<file path="config.mk">
export PLATFORM = sky130hd
export DESIGN_NAME = wbuf_bypass
export DESIGN_NICKNAME = d
export VERILOG_FILES = /design/src/rtl/wbuf_pkg.sv /design/src/rtl/wbuf_fifo.sv /design/src/rtl/wbuf_match.sv /design/src/rtl/wbuf_arb.sv /design/src/rtl/wbuf_bypass.sv
export SDC_FILE = /design/constraint.sdc
export NUM_CORES = 1
export LEC_CHECK = 0
export BUFFER_PORTS_ARGS = -buffer_cell sky130_fd_sc_hd__buf_2
export CELL_PAD_IN_SITES_DETAIL_PLACEMENT = 2
export CELL_PAD_IN_SITES_GLOBAL_PLACEMENT = 2
export CORE_MARGIN = 2
export CORE_UTILIZATION = 41
export CTS_CLUSTER_DIAMETER = 50
export DETAILED_ROUTE_END_ITERATION = 8
export PLACE_DENSITY = 0.87
export SLEW_MARGIN = 20
export SYNTH_ARGS = -nofsm -noshare
export SYNTH_HDL_FRONTEND = slang
export SYNTH_SLANG_ARGS = --single-unit
</file>
<file path="constraint.sdc">
create_clock -name clk -period 5.96 [get_ports clk]
set_clock_uncertainty 0.15 [all_clocks]
set_input_delay 0.596 -clock clk [delete_from_list [all_inputs] [get_ports clk]]
set_output_delay 0.596 -clock clk [all_outputs]
set_load 0.02 [all_outputs]
</file>
<file path="src/rtl/wbuf_pkg.sv">
// Package wbuf_pkg
// Shared types for the write buffer: which requester owns the memory port
// in a given cycle. Assumes nothing beyond synthesizable enums.
package wbuf_pkg;

    typedef enum logic [1:0] {
        GNT_IDLE  = 2'd0,
        GNT_READ  = 2'd1,
        GNT_WRITE = 2'd2
    } mem_gnt_e;

endpackage

</file>
<file path="src/rtl/wbuf_fifo.sv">
// Module wbuf_fifo
// Circular queue of DEPTH address/data entries with a valid bit per slot.
// Exposes the line tag of every slot for the conflict search, plus the head
// entry for draining. Assumes the caller never pushes when full without a
// same-cycle pop, and never pops when empty.
module wbuf_fifo #(
    parameter int ADDR_W = 32,
    parameter int DATA_W = 32,
    parameter int DEPTH  = 4,
    parameter int OFFS_W = 4,
    localparam int PTR_W  = (DEPTH > 1) ? $clog2(DEPTH) : 1,
    localparam int CNT_W  = $clog2(DEPTH + 1),
    localparam int LINE_W = ADDR_W - OFFS_W
) (
    input  logic                          clk,
    input  logic                          rst_n,
    input  logic                          push,
    input  logic [ADDR_W-1:0]             push_addr,
    input  logic [DATA_W-1:0]             push_data,
    input  logic                          pop,
    output logic [ADDR_W-1:0]             head_addr,
    output logic [DATA_W-1:0]             head_data,
    output logic [DEPTH-1:0][LINE_W-1:0]  ent_line,
    output logic [DEPTH-1:0]              ent_vld,
    output logic [CNT_W-1:0]              count,
    output logic                          full,
    output logic                          empty
);

    logic [ADDR_W-1:0] addr_q [DEPTH];
    logic [DATA_W-1:0] data_q [DEPTH];
    logic [DEPTH-1:0]  vld_q, vld_d;
    logic [PTR_W-1:0]  wr_ptr, rd_ptr;
    logic [CNT_W-1:0]  cnt_q, cnt_d;

    function automatic logic [PTR_W-1:0] step_ptr(input logic [PTR_W-1:0] p);
        return (p == PTR_W'(DEPTH - 1)) ? '0 : p + 1'b1;
    endfunction

    // Next valid vector: a retiring slot clears, a filled slot sets (set wins).
    always_comb begin
        vld_d = vld_q;
        if (pop)  vld_d[rd_ptr] = 1'b0;
        if (push) vld_d[wr_ptr] = 1'b1;
    end

    // Next occupancy count from the push/pop pair.
    always_comb begin
        case ({push, pop})
            2'b10:   cnt_d = cnt_q + 1'b1;
            2'b01:   cnt_d = cnt_q - 1'b1;
            default: cnt_d = cnt_q;
        endcase
    end

    // Control state: pointers, count and valid bits, cleared by reset.
    always_ff @(posedge clk) begin
        if (!rst_n) begin
            wr_ptr <= '0;
            rd_ptr <= '0;
            cnt_q  <= '0;
            vld_q  <= '0;
        end else begin
            if (push) wr_ptr <= step_ptr(wr_ptr);
            if (pop)  rd_ptr <= step_ptr(rd_ptr);
            cnt_q <= cnt_d;
            vld_q <= vld_d;
        end
    end

    // Payload storage: written on push, needs no reset.
    always_ff @(posedge clk) begin
        if (push) begin
            addr_q[wr_ptr] <= push_addr;
            data_q[wr_ptr] <= push_data;
        end
    end

    // Line tags of every slot for the associative search.
    for (genvar g = 0; g < DEPTH; g++) begin : g_tag
        assign ent_line[g] = addr_q[g][ADDR_W-1:OFFS_W];
    end

    assign ent_vld   = vld_q;
    assign head_addr = addr_q[rd_ptr];
    assign head_data = data_q[rd_ptr];
    assign count     = cnt_q;
    assign full      = (cnt_q == CNT_W'(DEPTH));
    assign empty     = (cnt_q == '0);

endmodule

</file>
<file path="src/rtl/wbuf_match.sv">
// Module wbuf_match
// Parallel line-address comparator over all queued slots. Produces a single
// hit flag when any valid slot holds the requested line. Purely combinational.
module wbuf_match #(
    parameter int LINE_W = 28,
    parameter int DEPTH  = 4
) (
    input  logic [DEPTH-1:0][LINE_W-1:0] ent_line,
    input  logic [DEPTH-1:0]             ent_vld,
    input  logic [LINE_W-1:0]            rd_line,
    output logic                         hit
);

    logic [DEPTH-1:0] hit_vec;

    // One comparator per slot.
    for (genvar g = 0; g < DEPTH; g++) begin : g_cmp
        assign hit_vec[g] = ent_vld[g] && (ent_line[g] == rd_line);
    end

    assign hit = |hit_vec;

endmodule

</file>
<file path="src/rtl/wbuf_arb.sv">
// Module wbuf_arb
// Memory port arbiter. A non-conflicting read outranks the queue head; a
// conflicting read waits. The queue head is offered whenever the read does
// not own the port. The port is a per-cycle request: the owner may change
// between cycles while mem_ready is low.
module wbuf_arb
    import wbuf_pkg::*;
#(
    parameter int ADDR_W = 32,
    parameter int DATA_W = 32
) (
    input  logic              rd_valid,
    input  logic              rd_hit,
    input  logic [ADDR_W-1:0] rd_addr,
    input  logic              wr_avail,
    input  logic [ADDR_W-1:0] head_addr,
    input  logic [DATA_W-1:0] head_data,
    input  logic              mem_ready,
    output logic              mem_valid,
    output logic              mem_we,
    output logic [ADDR_W-1:0] mem_addr,
    output logic [DATA_W-1:0] mem_data,
    output logic              rd_ready,
    output logic              pop
);

    mem_gnt_e gnt;

    // Pick this cycle's port owner.
    always_comb begin
        if (rd_valid && !rd_hit) gnt = GNT_READ;
        else if (wr_avail)       gnt = GNT_WRITE;
        else                     gnt = GNT_IDLE;
    end

    // Drive the memory request and the two completion strobes.
    always_comb begin
        mem_valid = (gnt != GNT_IDLE);
        mem_we    = (gnt == GNT_WRITE);
        mem_addr  = (gnt == GNT_READ) ? rd_addr : head_addr;
        mem_data  = head_data;
        rd_ready  = mem_ready && !rd_hit;
        pop       = (gnt == GNT_WRITE) && mem_ready;
    end

endmodule

</file>
<file path="src/rtl/wbuf_bypass.sv">
// Module wbuf_bypass (top)
// Write buffer for a write-through cache. Stores and evicted dirty lines
// queue up and drain to memory in order. A read miss bypasses the queue
// unless a queued entry holds its line. Assumes requesters hold valid and
// payload until accepted, and that memory returns read data elsewhere.
module wbuf_bypass #(
    parameter int ADDR_W = 32,
    parameter int DATA_W = 32,
    parameter int DEPTH  = 4,
    parameter int OFFS_W = 4
) (
    input  logic              clk,
    input  logic              rst_n,
    input  logic              st_valid,
    output logic              st_ready,
    input  logic [ADDR_W-1:0] st_addr,
    input  logic [DATA_W-1:0] st_data,
    input  logic              vic_valid,
    output logic              vic_ready,
    input  logic [ADDR_W-1:0] vic_addr,
    input  logic [DATA_W-1:0] vic_data,
    input  logic              rd_valid,
    output logic              rd_ready,
    input  logic [ADDR_W-1:0] rd_addr,
    output logic              mem_valid,
    input  logic              mem_ready,
    output logic              mem_we,
    output logic [ADDR_W-1:0] mem_addr,
    output logic [DATA_W-1:0] mem_data,
    output logic              full
);

    localparam int LINE_W = ADDR_W - OFFS_W;
    localparam int CNT_W  = $clog2(DEPTH + 1);

    logic                         push, pop, space, empty, rd_hit;
    logic [ADDR_W-1:0]            push_addr, head_addr;
    logic [DATA_W-1:0]            push_data, head_data;
    logic [DEPTH-1:0][LINE_W-1:0] ent_line;
    logic [DEPTH-1:0]             ent_vld;
    logic [CNT_W-1:0]             count;

    // Push side: a slot is free if not full or the head retires this cycle;
    // the evicted line has priority over a store.
    always_comb begin
        space     = !full || pop;
        vic_ready = space;
        st_ready  = space && !vic_valid;
        push      = (vic_valid && vic_ready) || (st_valid && st_ready);
        push_addr = vic_valid ? vic_addr : st_addr;
        push_data = vic_valid ? vic_data : st_data;
    end

    wbuf_fifo #(
        .ADDR_W (ADDR_W),
        .DATA_W (DATA_W),
        .DEPTH  (DEPTH),
        .OFFS_W (OFFS_W)
    ) u_fifo (
        .clk       (clk),
        .rst_n     (rst_n),
        .push      (push),
        .push_addr (push_addr),
        .push_data (push_data),
        .pop       (pop),
        .head_addr (head_addr),
        .head_data (head_data),
        .ent_line  (ent_line),
        .ent_vld   (ent_vld),
        .count     (count),
        .full      (full),
        .empty     (empty)
    );

    wbuf_match #(
        .LINE_W (LINE_W),
        .DEPTH  (DEPTH)
    ) u_match (
        .ent_line (ent_line),
        .ent_vld  (ent_vld),
        .rd_line  (rd_addr[ADDR_W-1:OFFS_W]),
        .hit      (rd_hit)
    );

    wbuf_arb #(
        .ADDR_W (ADDR_W),
        .DATA_W (DATA_W)
    ) u_arb (
        .rd_valid  (rd_valid),
        .rd_hit    (rd_hit),
        .rd_addr   (rd_addr),
        .wr_avail  (!empty),
        .head_addr (head_addr),
        .head_data (head_data),
        .mem_ready (mem_ready),
        .mem_valid (mem_valid),
        .mem_we    (mem_we),
        .mem_addr  (mem_addr),
        .mem_data  (mem_data),
        .rd_ready  (rd_ready),
        .pop       (pop)
    );

endmodule

</file>
==> summary.json <==
{
  "outcome": {
    "outcome": "complete, no violations"
  },
  "timing": {
    "grt_setup_unrepaired": "false",
    "finalHoldViolations": 0,
    "part_of_the_cycle_the_worst_path_needs": 0.742,
    "max_slew_margin": 0.309,
    "finalMaxSlewViolations": 0,
    "finalSetupTns_ns": 0,
    "final_period_minus_worst_setup_slack_ns": 4.42,
    "worst_path_setup_slack_after_routing_ns": 1.54,
    "setup_violations": 0,
    "worst_slew_pin_tran_ns": 1.04,
    "timing.fmax_ghz": 0.226,
    "holdWs_ns": 0.232
  },
  "detailed_routing": {
    "routed-via-count": 7846,
    "drt.antenna.violating_nets": 0,
    "drc": 0,
    "per_cell_routed_wire_length_um": 28.0,
    "detail_route.iter0.violations": 609,
    "vias_per_cell": 5.60,
    "wirelength_um": 39200,
    "total_iterations_of_the_first_detailed_routing_run": 6
  },
  "setup_path": {
    "critical_path_buf_inv_count": 2,
    "crit_family": "simple AND/OR/NAND/NOR gates",
    "cpMaxStageDelayCell": "xnor2_1",
    "crit_path_max_fanout": 27,
    "crit_arrival_ns": 3.67,
    "critical_path.endpoint_type": "primary output",
    "cp_cell_sequence": "xnor2_1 > nand4_1 > nor4_1 > a22oi_1 > nand3_2 > buf_4 > mux2_2 > buf_2",
    "worst_ep_required_time_ns": 5.21,
    "max_stage_delay_on_crit_path_ns": 0.45,
    "worst-setup-path-type": "reg -> out",
    "worst_setup_path_start_kind": "flip-flop"
  },
  "floorplanning": {
    "initial_core_util": 0.414,
    "die-height_um": 182,
    "die_x_um": 182,
    "num_rows": 65,
    "core-area_sq_um": 31300,
    "io-pin-count": 236,
    "die-area_sq_um": 33000
  },
  "global_route": {
    "maximum_number_of_pins_on_one_net_before_global_route_repair": 67,
    "grt_antenna_before_repair": 5,
    "first_global_vias": 8832,
    "grt_use_total": 0.239,
    "grt_overflow_total": 0,
    "grt_pass1_wl_um": 57900
  },
  "power_and_ir_drop": {
    "total_power_mw": 5.87,
    "vdd_drop_max_mv": 0.254,
    "power_leakage_nw": 5.23,
    "power_density_normalized_to_cell_area_nw_per_um2": 383
  },
  "clock_network": {
    "tritoncts.num_buffers": 31,
    "postCtsHoldBufs": 0,
    "worst_skew_pair.late_latency_ns": 0.58,
    "cts.htree.levels": 1,
    "post_cts.repair.setup_buffers": 0,
    "cts.sink_count": 269,
    "cts-resized-gates": 0,
    "buffer_levels_on_the_longest_clock_path": 3,
    "cts_tree": "done",
    "cts.root.buffer_cell": "clkbuf_16",
    "path_clk_slew_ns": 0.06
  },
  "final_layout": {
    "post_route_cells_drive_above_1_share": 0.475,
    "end_of_flow_core_utilization": 0.490,
    "nFillCells": 2919,
    "layoutNonFillerInstCount": 1401,
    "area_growth_pct": 18.5,
    "layout.cell_area.non_filler_sq_um": 15300,
    "layout.nets": 1149
  },
  "logic_synthesis": {
    "number_of_warning_messages_in_the_yosys_log": 0,
    "ys_seq_area_frac": 0.614,
    "ys_types": 34,
    "yosys_register_bits": 269,
    "syn_inst": 753,
    "post_synth.cell_area_avg_sq_um": 17.2,
    "syn_nets": 929,
    "post_synth_instance_area_sq_um": 12900
  },
  "min_path": {
    "hold_class": "in -> reg"
  },
  "run": {
    "maxCapViolations": 0
  },
  "placed_design": {
    "finalWeightedCongestion": 0.880,
    "placedInstanceArea_sq_um": 14400,
    "post_placement_cell_count": 1342,
    "place_worst_setup_slack_ns": 1.64,
    "placement.io_buffers": 235,
    "detailed_place_hpwl_um": 27700
  }
}
[per-layer routing]
layer / track usage / up-vias / part of all wire
li1: - / 3398 / -
met1: 0.289 / 4062 / 0.39
met2: 0.423 / 305 / 0.52
met3: 0.0497 / 75 / 0.061
met4: 0.0852 / 6 / 0.032
met5: 0 / - / 0.00097
[state kept, by name, indices dropped and copies added, names as in the netlist, named ones only]
| name | flops |
|---|---|
| u_fifo.ent_vld | 4 |
| u_fifo.rd_ptr | 2 |
| u_fifo.addr_q | 128 |
| u_fifo.wr_ptr | 2 |
| u_fifo.data_q | 128 |
| u_fifo.count | 3 |
[Yosys cell counts (all sizes together)]
cell    number  area share
or4          1     0.00058
and3         5      0.0024
and4         1     0.00087
buf         40       0.027
inv         13      0.0038
o21ai        4      0.0015
edfxtp     256        0.59
clkbuf      16      0.0046
or3          2     0.00097
a21boi       2      0.0012
fa           1      0.0015
nand2b       1     0.00048
ha           9      0.0087
o22ai        5      0.0024
nor2         6      0.0017
nand2       22      0.0064
and2         5      0.0024
dfxtp       13       0.020
xor2         1     0.00068
mux4        64        0.11
a22oi        4      0.0023
a21oi        1     0.00039
nand4       46       0.022
or2          1     0.00048
mux2        96       0.083
nand3        7      0.0027
nor4        16      0.0087
mux2i        2      0.0015
xnor2      113       0.086
[cells by family after synthesis]
| logic type | after synthesis | share of synthesized area |
|---|---|---|
| multiplexers | 162 | 0.196 |
| buffers and inverters | 69 | 0.0354 |
| AO/OA/AOI/OAI | 16 | 0.00783 |
| flip-flops | 269 | 0.614 |
| XOR/XNOR | 114 | 0.0864 |
| AND/OR/NAND/NOR | 113 | 0.0500 |
| adder cells (fa/ha/maj) | 10 | 0.0102 |
[final timing paths]
| kind | cells past startpoint | slack (ns) | startpoint | endpoint |
|---|---|---|---|---|
| worst max-delay path | 8 | 1.54 | u_fifo.addr_q[3][5]$_DFFE_PP_ | mem_addr[27] |
| worst min-delay path | 2 | 0.23 | vic_data[7] | u_fifo.data_q[0][7]$_DFFE_PP_ |
| worst max register to register | 8 | 1.87 | u_fifo.addr_q[1][5]$_DFFE_PP_ | u_fifo.addr_q[2][7]$_DFFE_PP_ |
| worst min register to register | 2 | 0.38 | u_fifo.ent_vld[3]$_SDFF_PN0_ | u_fifo.ent_vld[3]$_SDFF_PN0_ |
[report_power, final]
part           internal [mW]  leakage, nW  total [mW]  switching (mW)
combinational          0.583         2.28        1.43           0.850
clock                   1.05        0.471        1.85           0.805
sequential              2.42         2.48        2.59           0.171
[cells in the final DEF (no fill, tap or decap), drive strengths merged]
cell,count
and4,1
ha,9
o22ai,5
nor2,6
and2,5
nand2,22
or2,1
mux4,64
clkbuf,36
and3,5
nand4,46
bufinv,2
o21ai,4
xnor2,113
nand2b,1
diode,2
dfxtp,13
edfxtp,256
mux2,96
buf,243
xor2,1
nor4,16
a21boi,2
a22oi,4
fa,1
mux2i,2
clkinv,10
or3,2
a21oi,1
inv,20
or4,1
clkinvlp,2
nand3,7
[final cells by class]
| class | instances | area (sq um) | share of cell area |
|---|---|---|---|
| sequential | 269 | 7960 | 0.519 |
| multi-input combinational | 415 | 4580 | 0.298 |
| timing repair buffer | 243 | 1280 | 0.0832 |
| clock buffer | 36 | 795 | 0.0518 |
| tap | 402 | 503 | 0.0328 |
| clock inverter | 21 | 181 | 0.0118 |
| inverter | 13 | 48.8 | 0.00318 |
| antenna | 2 | 5.00 | 0.000326 |
No activity file was read; power rests on OpenSTA's default activity.
